===== config.mk =====
export PLATFORM = sky130hd
export DESIGN_NAME = ovf_timer
export DESIGN_NICKNAME = d
export VERILOG_FILES = /design/src/rtl/ovf_timer.sv
export SDC_FILE = /design/constraint.sdc
export NUM_CORES = 1
export LEC_CHECK = 0
export CAP_MARGIN = 20
export CORE_UTILIZATION = 40
export DETAILED_ROUTE_END_ITERATION = 10
export DONT_BUFFER_PORTS = 1
export PLACE_DENSITY_LB_ADDON = 0.15
export SYNTH_ARGS = -nofsm -noshare
export SYNTH_HDL_FRONTEND = slang
export SYNTH_SLANG_ARGS = --single-unit
export TNS_END_PERCENT = 20

===== constraint.sdc =====
create_clock -name clk -period 6.2 [get_ports clk]
set_clock_uncertainty 0.05 [all_clocks]
set_input_delay 0.31 -clock clk [delete_from_list [all_inputs] [get_ports clk]]
set_output_delay 0.31 -clock clk [all_outputs]
set_load 0.02 [all_outputs]

===== src/rtl/ovf_timer.sv =====
module ovf_timer #(
  parameter int LAYOUT = 0,
  parameter int AW = 8,
  parameter int DW = 32
) (
  input  logic          clk,
  input  logic          rst_n,
  input  logic          tick_en,
  input  logic [AW-1:0] bus_addr,
  input  logic          bus_wr,
  input  logic          bus_rd,
  input  logic [DW-1:0] bus_wdata,
  output logic [DW-1:0] bus_rdata,
  output logic          bus_rvalid,
  output logic          irq
);

  localparam logic [AW-1:0] OFF_ST  = AW'(LAYOUT == 0 ? 40 : 24);
  localparam logic [AW-1:0] OFF_EN  = AW'(LAYOUT == 0 ? 44 : 28);
  localparam logic [AW-1:0] OFF_CTL = AW'(LAYOUT == 0 ? 56 : 36);
  localparam logic [AW-1:0] OFF_CNT = AW'(LAYOUT == 0 ? 60 : 40);
  localparam logic [AW-1:0] OFF_LD  = AW'(LAYOUT == 0 ? 64 : 44);
  localparam logic [DW-1:0] CMAX    = '1;

  logic [2:0]    st_q, en_q;
  logic [1:0]    ctl_q;
  logic [DW-1:0] cnt_q, ld_q, rmux;

  wire wr_st  = bus_wr && bus_addr == OFF_ST;
  wire wr_en  = bus_wr && bus_addr == OFF_EN;
  wire wr_ctl = bus_wr && bus_addr == OFF_CTL;
  wire wr_cnt = bus_wr && bus_addr == OFF_CNT;
  wire wr_ld  = bus_wr && bus_addr == OFF_LD;
  wire hit    = wr_st | wr_en | wr_ctl | wr_cnt | wr_ld;
  wire step   = ctl_q[0] && tick_en;
  wire wrap   = step && cnt_q == CMAX && !wr_cnt;

  always_ff @(posedge clk) begin
    if (!rst_n)      cnt_q <= '0;
    else if (wr_cnt) cnt_q <= bus_wdata;
    else if (wrap)   cnt_q <= ctl_q[1] ? ld_q : '0;
    else if (step)   cnt_q <= cnt_q + 1'b1;
  end

  always_ff @(posedge clk) begin
    if (!rst_n) begin
      st_q  <= '0;
      en_q  <= '0;
      ctl_q <= '0;
      ld_q  <= '0;
    end else begin
      st_q <= {1'b0, wrap | (st_q[1] & ~(wr_st & bus_wdata[1])), 1'b0};
      if (wr_en) en_q <= bus_wdata[2:0];
      if (wr_ld) ld_q <= bus_wdata;
      if (wr_ctl) ctl_q <= bus_wdata[1:0];
      else if (wrap && !ctl_q[1]) ctl_q[0] <= 1'b0;
    end
  end

  always_comb begin
    rmux = '0;
    case (bus_addr)
      OFF_ST:  rmux = DW'(st_q);
      OFF_EN:  rmux = DW'(en_q);
      OFF_CTL: rmux = DW'(ctl_q);
      OFF_CNT: rmux = cnt_q;
      OFF_LD:  rmux = ld_q;
      default: rmux = '0;
    endcase
  end

  always_ff @(posedge clk) begin
    if (!rst_n) begin
      bus_rvalid <= 1'b0;
      bus_rdata  <= '0;
    end else begin
      bus_rvalid <= bus_rd;
      bus_rdata  <= bus_rd ? rmux : '0;
    end
  end

  assign irq = |(st_q & en_q);

  assert_hold_R3: assert property (@(posedge clk) disable iff (!rst_n)
    (!step && !wr_cnt) |=> $stable(cnt_q));
  assert_inc_R3: assert property (@(posedge clk) disable iff (!rst_n)
    (step && !wr_cnt && cnt_q != CMAX) |=> cnt_q == $past(cnt_q) + 1'b1);
  assert_reload_R4: assert property (@(posedge clk) disable iff (!rst_n)
    (step && !wr_cnt && cnt_q == CMAX && ctl_q[1]) |=> (cnt_q == $past(ld_q) && st_q[1]));
  assert_stop_R5: assert property (@(posedge clk) disable iff (!rst_n)
    (step && !wr_cnt && !wr_ctl && cnt_q == CMAX && !ctl_q[1]) |=> (cnt_q == '0 && !ctl_q[0] && st_q[1]));
  assert_keep_flag_R6: assert property (@(posedge clk) disable iff (!rst_n)
    (st_q[1] && !(wr_st && bus_wdata[1])) |=> st_q[1]);
  assert_irq_drop_R7: assert property (@(posedge clk) disable iff (!rst_n)
    (wr_st && bus_wdata[1] && !wrap) |=> !irq);
  assert_wr_prio_R8: assert property (@(posedge clk) disable iff (!rst_n)
    wr_cnt |=> cnt_q == $past(bus_wdata));
  assert_unmapped_R10: assert property (@(posedge clk) disable iff (!rst_n)
    (bus_wr && !hit && !step) |=> ($stable(cnt_q) && $stable(ld_q) && $stable(en_q) && $stable(ctl_q)));
  assert_rvalid_R11: assert property (@(posedge clk) disable iff (!rst_n)
    bus_rd |=> bus_rvalid);
  assert_no_rvalid_R11: assert property (@(posedge clk) disable iff (!rst_n)
    !bus_rd |=> !bus_rvalid);

endmodule


==> impl_metrics.ini <==
[sta]
drv_slew = 0
fin_crit_ps = 3051
rsz0062_at_grt = false
worstMarginPinSlew_ps = 978.0
max_freq_ghz = 0.3277
maxSlewHeadroom = 0.3430
finalCritPeriodShare = 0.4922
finalSetupViolations = 0
finalHoldViolCount = 0
setup_tns_ps = 0

[drt]
drc_errors = 0
dr_total_vias = 4518
drt_pass1_iterations = 4
viasPerCell = 6.081
finalWirelength_um = 14640
drt_iter0_drc = 268
post_drt_wl_per_cell_um = 19.70
ant_nets = 0

[global_route]
grt_overflow = 0
grt_pass1_wl_um = 23760
grt_pass1_vias = 4368
antenna_found_initial = 0
grt_usage = 0.2386
grt_max_degree = 63

[layout]
antennaDiodeCount = 0
area_delta_synth_final_pct = 7.517
layout-drive-gt1-share = 0.08557
multi_input_area_sq_um = 2663
final_common_cell = nand2_1
fin_util = 0.4425
final_cell_mix = 104 x nand2_1, 103 x dfxtp_1, 67 x a21oi_1
fillers = 1210
ff_latch_area_sq_um = 2062
nets = 637

[die]
fp.dieH_um = 113.2
die_w_um = 113.2
core.rowCount = 40
die_area_sq_um = 12810
start_util = 0.4116
core-area_sq_um = 12010
boundaryPins = 79

[critical_path]
cpMaxStageDelayCell = or4_4
critPathTopFamily = simple AND/OR/NAND/NOR gates
critPathMaxFanout = 20
endpoint_kind = flip-flop
worst-path-buf-inv = 1
startpoint_type = flip-flop
worst-endpoint-required_ps = 6430
path_cells = ha_1, nand3_2, or4_4, nor3b_4, buf_4, nand2_2, mux2_4, o22ai_1
max_stage_delay_ps = 620
critical_path_class = flip-flop to flip-flop
cp_data_arrival_time_ps = 3280

[yosys]
synth-main-ff-cell = dfxtp_1
synth_seq_cells = 103
yosys.cell_types.count = 62
syn_inst = 614
syn-num-nets = 660
synth_sequential_area_ratio = 0.4171
ys_async_sr_fraction = 0
syn_area_per_cell_sq_um = 8.051
ys_warn_count = 0
netlist_area_sq_um = 4943
synth_edf_count = 0

[place]
gp_congestion = 0.8132
dpl.hpwl_um = 9160
port_buffers = 0

[hold_path]
hp-class = input pin to flip-flop

[clock_tree]
clk_latency_ps = 360
htree_levels = 3
hold_buffers = 0
cts_tree = yes
cts_sinks = 103
cts_root_buf = clkbuf_16
cts_setup_buffers = 0
cts-resized-gates = 0
cts_buffers = 9
clkTransAtPathRegs_ps = 70
clockBufferDepth = 2

[pwr]
p_leak_nw = 1.727
max-vdd-ir-drop_mv = 0.1132
pwr_density_cell_nw_per_um2 = 237.0

[status]
outcome = complete, no violations

[job]
drv_cap = 0
flip-flops by register name, indices dropped and copies added (netlist names):
name        count
bus_rdata      32
cnt_q          32
ld_q           32
en_q            3
ctl_q           2
bus_rvalid      1
st_q            1
layer usage:
layer / share of wire / global-route usage / vias to the layer above
met2: 0.44 / 0.3530 / 164
met3: 0.062 / 0.04178 / 22
met5: 0 / 0 / -
met1: 0.47 / 0.3409 / 2169
li1: - / - / 2163
met4: 0.020 / 0.09912 / 0
area by class of cell:
type / count / area share
inverter: 5 / 0.003531
clock buffer: 10 / 0.04308
tap: 147 / 0.03460
clock inverter: 6 / 0.01295
multi-input combinational: 460 / 0.5009
sequential: 103 / 0.3879
timing repair buffer: 12 / 0.01695
cells by family (layout without fill, tap and decap cells):
group,count (synthesis),after routing,share of synthesized area
simple gates,270,270,0.2728
compound gates,161,161,0.2043
flops,103,103,0.4171
buf+inv,51,33,0.04809
xor+xnor,20,20,0.03543
mux,8,8,0.01974
fa+ha+maj,1,1,0.002531
final timing paths:
| path | startpoint | to | slack [ps] | cells after the start |
|---|---|---|---|---|
| worst min-delay path | bus_wdata[6] | ld_q[6] | 30 | 2 |
| worst max-delay path | cnt_q[1] | cnt_q[7] | 3150 | 8 |
| worst min register to register | ld_q[4] | ld_q[4] | 420 | 2 |
| worst max register to register | cnt_q[1] | cnt_q[7] | 3150 | 8 |
Yosys cell counts (5+ instances only):
| cell | number | area share |
|---|---|---|
| nor3_1 | 13 | 0.013 |
| nand3_1 | 19 | 0.019 |
| or3_1 | 6 | 0.0076 |
| xor2_1 | 12 | 0.021 |
| clkbuf_1 | 31 | 0.024 |
| and3_1 | 16 | 0.020 |
| o21ai_0 | 10 | 0.010 |
| a21oi_1 | 67 | 0.068 |
| nand4_1 | 18 | 0.023 |
| o22ai_1 | 8 | 0.010 |
| dfxtp_1 | 103 | 0.42 |
| mux2i_1 | 6 | 0.012 |
| buf_2 | 12 | 0.012 |
| o211ai_1 | 5 | 0.0076 |
| nand2_1 | 104 | 0.079 |
| nor2_1 | 61 | 0.046 |
| a22oi_1 | 30 | 0.046 |
| xnor2_1 | 8 | 0.014 |
| and2_1 | 6 | 0.0076 |
| a31oi_1 | 15 | 0.019 |
power by group:
part,switching (mW),internal (mW)
clock,0.266,0.315
combinational,0.0116,0.00411
sequential,0.00135,0.662
total,0.279,0.981
per-stage QoR:
stage | std cells | hold WS [ps] | power (mW) | cell area [sq um] | worst slack (ps)
floorplan | 614 | 390.4 | 0.6916 | 4943 | 3933
finish | 743 | 26.22 | 1.260 | 5315 | 3149
global route | 743 | 13.36 | 1.303 | 5315 | 2969
global placement | 727 | 384.6 | 0.6943 | 5017 | 3292
CTS | 743 | 14.18 | 1.273 | 5315 | 3153
detailed placement | 727 | 388.8 | 0.6945 | 5017 | 3147
No activity file was read; power rests on OpenSTA's default activity.
